[src/rtl/boot_copy_pkg.sv]
package boot_copy_pkg;

  // Sequencer phases; the order matters only for readability.
  typedef enum logic [1:0] {
    BC_COPY  = 2'd0,  // issuing ROM reads and RAM writes
    BC_DRAIN = 2'd1,  // last ROM word latched, final write pending
    BC_DONE  = 2'd2   // RAM port handed to the processor
  } bc_state_e;

  // Number of clock edges from reset release to completion flag.
  function automatic int unsigned boot_cycles(input int unsigned words);
    return words + 1;
  endfunction

endpackage

[src/rtl/boot_copy_fetch.sv]
module boot_copy_fetch #(
  parameter int AW        = 8,
  parameter int IMG_WORDS = 256
) (
  input  logic          clk,
  input  logic          rst_n,
  input  logic          advance,
  output logic [AW-1:0] fetch_addr,
  output logic          fetch_last
);

  localparam logic [AW-1:0] LAST_A = AW'(IMG_WORDS - 1);

  function automatic logic [AW-1:0] step_addr(input logic [AW-1:0] a);
    return a + AW'(1);
  endfunction

  logic [AW-1:0] addr_q;

  always_ff @(posedge clk) begin
    if (!rst_n) begin
      addr_q <= '0;
    end else if (advance && (addr_q != LAST_A)) begin
      addr_q <= step_addr(addr_q);
    end
  end

  assign fetch_addr = addr_q;
  assign fetch_last = (addr_q == LAST_A);

endmodule

[src/rtl/boot_copy_wstage.sv]
module boot_copy_wstage #(
  parameter int AW        = 8,
  parameter int DW        = 8,
  parameter int IMG_WORDS = 256
) (
  input  logic          clk,
  input  logic          rst_n,
  input  logic          capture,
  input  logic [AW-1:0] cap_addr,
  input  logic [DW-1:0] cap_data,
  output logic          wr_valid,
  output logic [AW-1:0] wr_addr,
  output logic [DW-1:0] wr_data,
  output logic          wr_last
);

  localparam logic [AW-1:0] LAST_A = AW'(IMG_WORDS - 1);

  logic          valid_q;
  logic [AW-1:0] addr_q;
  logic [DW-1:0] data_q;

  always_ff @(posedge clk) begin
    if (!rst_n) begin
      valid_q <= 1'b0;
      addr_q  <= '0;
      data_q  <= '0;
    end else begin
      valid_q <= capture;
      if (capture) begin
        addr_q <= cap_addr;
        data_q <= cap_data;
      end
    end
  end

  assign wr_valid = valid_q;
  assign wr_addr  = addr_q;
  assign wr_data  = data_q;
  assign wr_last  = valid_q && (addr_q == LAST_A);

endmodule

[src/rtl/boot_copy_fsm.sv]
module boot_copy_fsm
  import boot_copy_pkg::*;
(
  input  logic clk,
  input  logic rst_n,
  input  logic skip_req,
  input  logic fetch_last,
  input  logic wr_last,
  output logic fetch_en,
  output logic done
);

  bc_state_e state_q, state_d;
  logic      done_q;

  always_comb begin
    state_d = state_q;
    unique case (state_q)
      BC_COPY:  if (fetch_last) state_d = BC_DRAIN;
      BC_DRAIN: if (wr_last)    state_d = BC_DONE;
      BC_DONE:  state_d = BC_DONE;
      default:  state_d = BC_DONE;
    endcase
  end

  // Bypass request is only looked at on reset edges.
  always_ff @(posedge clk) begin
    if (!rst_n) begin
      state_q <= skip_req ? BC_DONE : BC_COPY;
      done_q  <= 1'b0;
    end else begin
      state_q <= state_d;
      done_q  <= (state_d == BC_DONE);
    end
  end

  assign fetch_en = (state_q == BC_COPY);
  assign done     = done_q;

endmodule

[src/rtl/boot_copy_portmux.sv]
module boot_copy_portmux #(
  parameter int AW = 8,
  parameter int DW = 8
) (
  input  logic          sel_cpu,
  input  logic          ld_we,
  input  logic [AW-1:0] ld_addr,
  input  logic [DW-1:0] ld_data,
  input  logic          cpu_we,
  input  logic [AW-1:0] cpu_addr,
  input  logic [DW-1:0] cpu_data,
  output logic          out_we,
  output logic [AW-1:0] out_addr,
  output logic [DW-1:0] out_data
);

  always_comb begin
    if (sel_cpu) begin
      out_we   = cpu_we;
      out_addr = cpu_addr;
      out_data = cpu_data;
    end else begin
      out_we   = ld_we;
      out_addr = ld_addr;
      out_data = ld_data;
    end
  end

endmodule

[src/rtl/boot_copy_seq.sv]
module boot_copy_seq #(
  parameter int AW        = 8,
  parameter int DW        = 8,
  parameter int IMG_WORDS = 256
) (
  input  logic          clk,
  input  logic          rst_n,
  input  logic          skip_req,
  output logic [AW-1:0] rom_addr,
  input  logic [DW-1:0] rom_data,
  input  logic          cpu_iram_we,
  input  logic [AW-1:0] cpu_iram_addr,
  input  logic [DW-1:0] cpu_iram_wdata,
  output logic          iram_we,
  output logic [AW-1:0] iram_addr,
  output logic [DW-1:0] iram_wdata,
  output logic          cpu_run,
  output logic          pc_zero,
  output logic          boot_done
);

  // Named internal events, also observed by the bound checker.
  logic          fetch_en;
  logic          fetch_last;
  logic [AW-1:0] fetch_addr;
  logic          ld_we;
  logic [AW-1:0] ld_addr;
  logic [DW-1:0] ld_data;
  logic          ld_last;
  logic          done;

  boot_copy_fetch #(.AW(AW), .IMG_WORDS(IMG_WORDS)) fetch_i (
    .clk        (clk),
    .rst_n      (rst_n),
    .advance    (fetch_en),
    .fetch_addr (fetch_addr),
    .fetch_last (fetch_last)
  );

  boot_copy_wstage #(.AW(AW), .DW(DW), .IMG_WORDS(IMG_WORDS)) wstage_i (
    .clk      (clk),
    .rst_n    (rst_n),
    .capture  (fetch_en),
    .cap_addr (fetch_addr),
    .cap_data (rom_data),
    .wr_valid (ld_we),
    .wr_addr  (ld_addr),
    .wr_data  (ld_data),
    .wr_last  (ld_last)
  );

  boot_copy_fsm fsm_i (
    .clk        (clk),
    .rst_n      (rst_n),
    .skip_req   (skip_req),
    .fetch_last (fetch_last),
    .wr_last    (ld_last),
    .fetch_en   (fetch_en),
    .done       (done)
  );

  boot_copy_portmux #(.AW(AW), .DW(DW)) mux_i (
    .sel_cpu  (done),
    .ld_we    (ld_we),
    .ld_addr  (ld_addr),
    .ld_data  (ld_data),
    .cpu_we   (cpu_iram_we),
    .cpu_addr (cpu_iram_addr),
    .cpu_data (cpu_iram_wdata),
    .out_we   (iram_we),
    .out_addr (iram_addr),
    .out_data (iram_wdata)
  );

  assign rom_addr  = fetch_addr;
  assign boot_done = done;
  assign cpu_run   = done;
  assign pc_zero   = ~done;

endmodule

[config.mk]
export PLATFORM = sky130hd
export DESIGN_NAME = boot_copy_seq
export DESIGN_NICKNAME = d
export VERILOG_FILES = /design/src/rtl/boot_copy_pkg.sv /design/src/rtl/boot_copy_fetch.sv /design/src/rtl/boot_copy_wstage.sv /design/src/rtl/boot_copy_fsm.sv /design/src/rtl/boot_copy_portmux.sv /design/src/rtl/boot_copy_seq.sv
export SDC_FILE = /design/constraint.sdc
export NUM_CORES = 1
export LEC_CHECK = 0
export BUFFER_PORTS_ARGS = -buffer_cell sky130_fd_sc_hd__buf_4
export CORE_MARGIN = 8
export CORE_UTILIZATION = 47
export DETAILED_ROUTE_END_ITERATION = 7
export PLACE_DENSITY = 0.78
export SETUP_SLACK_MARGIN = 0.4
export SYNTH_ARGS = -nofsm -noshare
export SYNTH_HDL_FRONTEND = slang
export SYNTH_SLANG_ARGS = --single-unit
export TNS_END_PERCENT = 5
[constraint.sdc]
create_clock -name clk -period 1.67 [get_ports clk]
set_clock_uncertainty 0.1 [all_clocks]
set_input_delay 0.0835 -clock clk [delete_from_list [all_inputs] [get_ports clk]]
set_output_delay 0.0835 -clock clk [all_outputs]
set_load 0.01 [all_outputs]
==> results.tsv <==
metric	value	unit
grtUsageTotal	15.9	%
startpoint_type	flop	
cp-startpoint	fsm_i.done	
routed_wl	4.54	mm
setup_violations	0	
first_pass_iters	4	
layout_common_cells	buf_4 (50), nand2_1 (40), dfxtp_1 (25)	
core_area	0.00273	sq mm
syn-mean-instance-area	8.71	sq um
first_global_vias	1373	
clock_latency	0.32	ns
required	1.49	ns
end_kind	output pin	
slew_violations	0	
io_buffers	55	
gp_congestion	0.851	
yosysSeqAreaShare	41.5	%
die_x	69.6	um
fillers	174	
clock_path_buffers	2	
r2r_start	fsm_i.state_q[0]	
io_pins	56	
placedCellCount	236	
r2r-end	fetch_i.fetch_addr[0]	
synth.distinct_cells	32	
synth_area	0.00135	sq mm
clock-root-buffer	clkbuf_4	
route.detailed.wl_per_inst	17.7	um
n_antenna_cell	0	
crit_buf_inv	2	
crit_cells	3	
worstPathCellList	buf_6, mux2_2, buf_4	
p_leak	0.000946	uW
grt_setup_unrepaired	true	
hold_class	in -> reg	
relSlewSlack	71.1	%
area_growth_syn_to_layout	57.6	%
finalNonFillerCells	256	
num-nets-final	255	
clk_pin_slew_worst_paths	0.14	ns
yosys_register_bits	28	
numCtsBuffers	3	
start_util	49.4	%
antenna_found_initial	0	
path_class	reg -> out	
cp_top_family	flip-flops	
die-area	0.00484	sq mm
finalCritPeriodShare	91.9	%
die_h	69.6	um
worst_slack	0.134	ns
slowest_delay	0.43	ns
h-tree-depth	1	
cp_max_fo	4	
grt_pass1_wl	6.59	mm
max-cap-violations	0	
syn_nets	184	
fin_tns_setup	0	ns
status	complete, no violations	
reg2regPathDepth	3	
cts_tree	done	
drive_gt1_share	44.0	%
total_power	1510	uW
r2r_slack	0.23	ns
ys_warn_count	0	
routed_via_density	5.64	
grt-ovfl-total	0	
arrival	1.35	ns
cp-endpoint	iram_wdata[7]	
fmax	0.651	GHz
worst_slew_pin_slew	0.434	ns
post-route-min-period	1.54	ns
rows	19	
drtAntennaViolNets	0	
cts_sinks	28	
drc	0	
grt_max_degree	21	
p_per_area	712	mW/mm^2
routed-via-count	1443	
drt_iter0_markers	71	
pre_cts_ws	0.118	ns
final_common_cell	buf_4	
cp_slowest_cell	dfxtp_4	
hold_viol	0	
peakVddDrop	520	uV
syn_inst	155	
utilization	77.8	%
hpwl	2.92	mm
==> synthesized netlist by cell type, drive strengths merged <==
master	number	area, sq um
nor3	3	20.0
or2	1	6.26
nand2	40	150
a31oi	2	12.5
and3	1	6.26
or3	1	6.26
ha	1	12.5
and4bb	1	12.5
buf	7	45.0
a31o	1	8.76
inv	3	11.3
a311oi	1	15.0
a21boi	1	7.51
nand4	3	18.8
and4	5	43.8
mux2	17	191
a21oi	20	104
o21ai	3	15.0
nand3	1	5.00
clkbuf	3	11.3
and2	1	6.26
a211oi	1	7.51
nor2	4	17.5
nand2b	1	6.26
mux2i	3	30.0
nor3b	1	12.5
nor2b	1	6.26
dfxtp	28	561
==> cell type report <==
| type | count | area [sq um] | area share (%) |
|---|---|---|---|
| clock buffer | 4 | 36.3 | 1.71 |
| inverter | 3 | 11.3 | 0.529 |
| multi-input combinational | 114 | 783 | 36.8 |
| sequential | 28 | 567 | 26.6 |
| tap | 31 | 38.8 | 1.82 |
| timing repair buffer | 76 | 691 | 32.5 |
==> through the flow <==
stage          hold slack (ns)  instance area, sq um
2_1_floorplan            0.119                  1360
3_3_place_gp             0.238                  1790
4_1_cts                 0.0216                  1950
6_report                0.0368                  2130
3_5_place_dp             0.241                  1790
5_1_grt                 0.0551                  2130
==> worst reg2reg max path, stage by stage (launching register included) <==
cell	delay [ns]
dfxtp_1	0.40
or2_2	0.47
a21oi_2	0.22
mux2i_1	0.20
==> power by group <==
group / switching [uW] / leakage, uW / internal [uW]
Combinational: 186 / 0.000695 / 259
Sequential: 36.0 / 0.000230 / 707
Clock: 192 / 0.0000210 / 133
==> what timing repair did <==
action | 4_1_cts | 5_1_grt
gates resized for setup | 5 | 27
endpoints found under the setup margin | 47 | 45
setup buffers | 0 | 2
hold buffers | 11 | 0
gates cloned | 0 | 3
endpoints found under the hold margin | 14 | 0
==> logic make-up (layout without fill, tap and decap cells) <==
family	after synthesis	count (layout)	synth area share (%)
muxes	20	20	16.4
and+or+nand+nor	64	64	23.5
adders and majority gates	1	1	0.927
DFF	28	28	41.5
buffers and inverters	13	83	5.00
AOI/OAI and AO/OA	29	29	12.6
==> worst min path at each step <==
stage                start                  end  slack (ns)  cells after the start
6_report             rst_n     fsm_i.state_q[0]        0.04                      3
2_1_floorplan  rom_data[0]  wstage_i.wr_data[0]        0.12                      2
3_5_place_dp   rom_data[0]  wstage_i.wr_data[0]        0.24                      3
3_3_place_gp   rom_data[3]  wstage_i.wr_data[3]        0.24                      3
5_1_grt              rst_n     fsm_i.state_q[0]        0.06                      3
4_1_cts              rst_n     fsm_i.state_q[0]        0.02                      3
==> state kept, by name (all words and copies together), names as in the netlist <==
name                count
fetch_i.fetch_addr      8
wstage_i.wr_addr        8
wstage_i.wr_valid       1
fsm_i.done              1
fsm_i.state_q           2
wstage_i.wr_data        8
==> routing by layer <==
metal | vias up | GRT usage (%) | share of wire, %
li1 | 684 | - | -
met1 | 687 | 18.0 | 42
met2 | 64 | 27.6 | 49
met3 | 8 | 4.58 | 6.5
met4 | 0 | 5.69 | 1.6
met5 | - | 0 | 0
(Power assumes the default switching activity.)
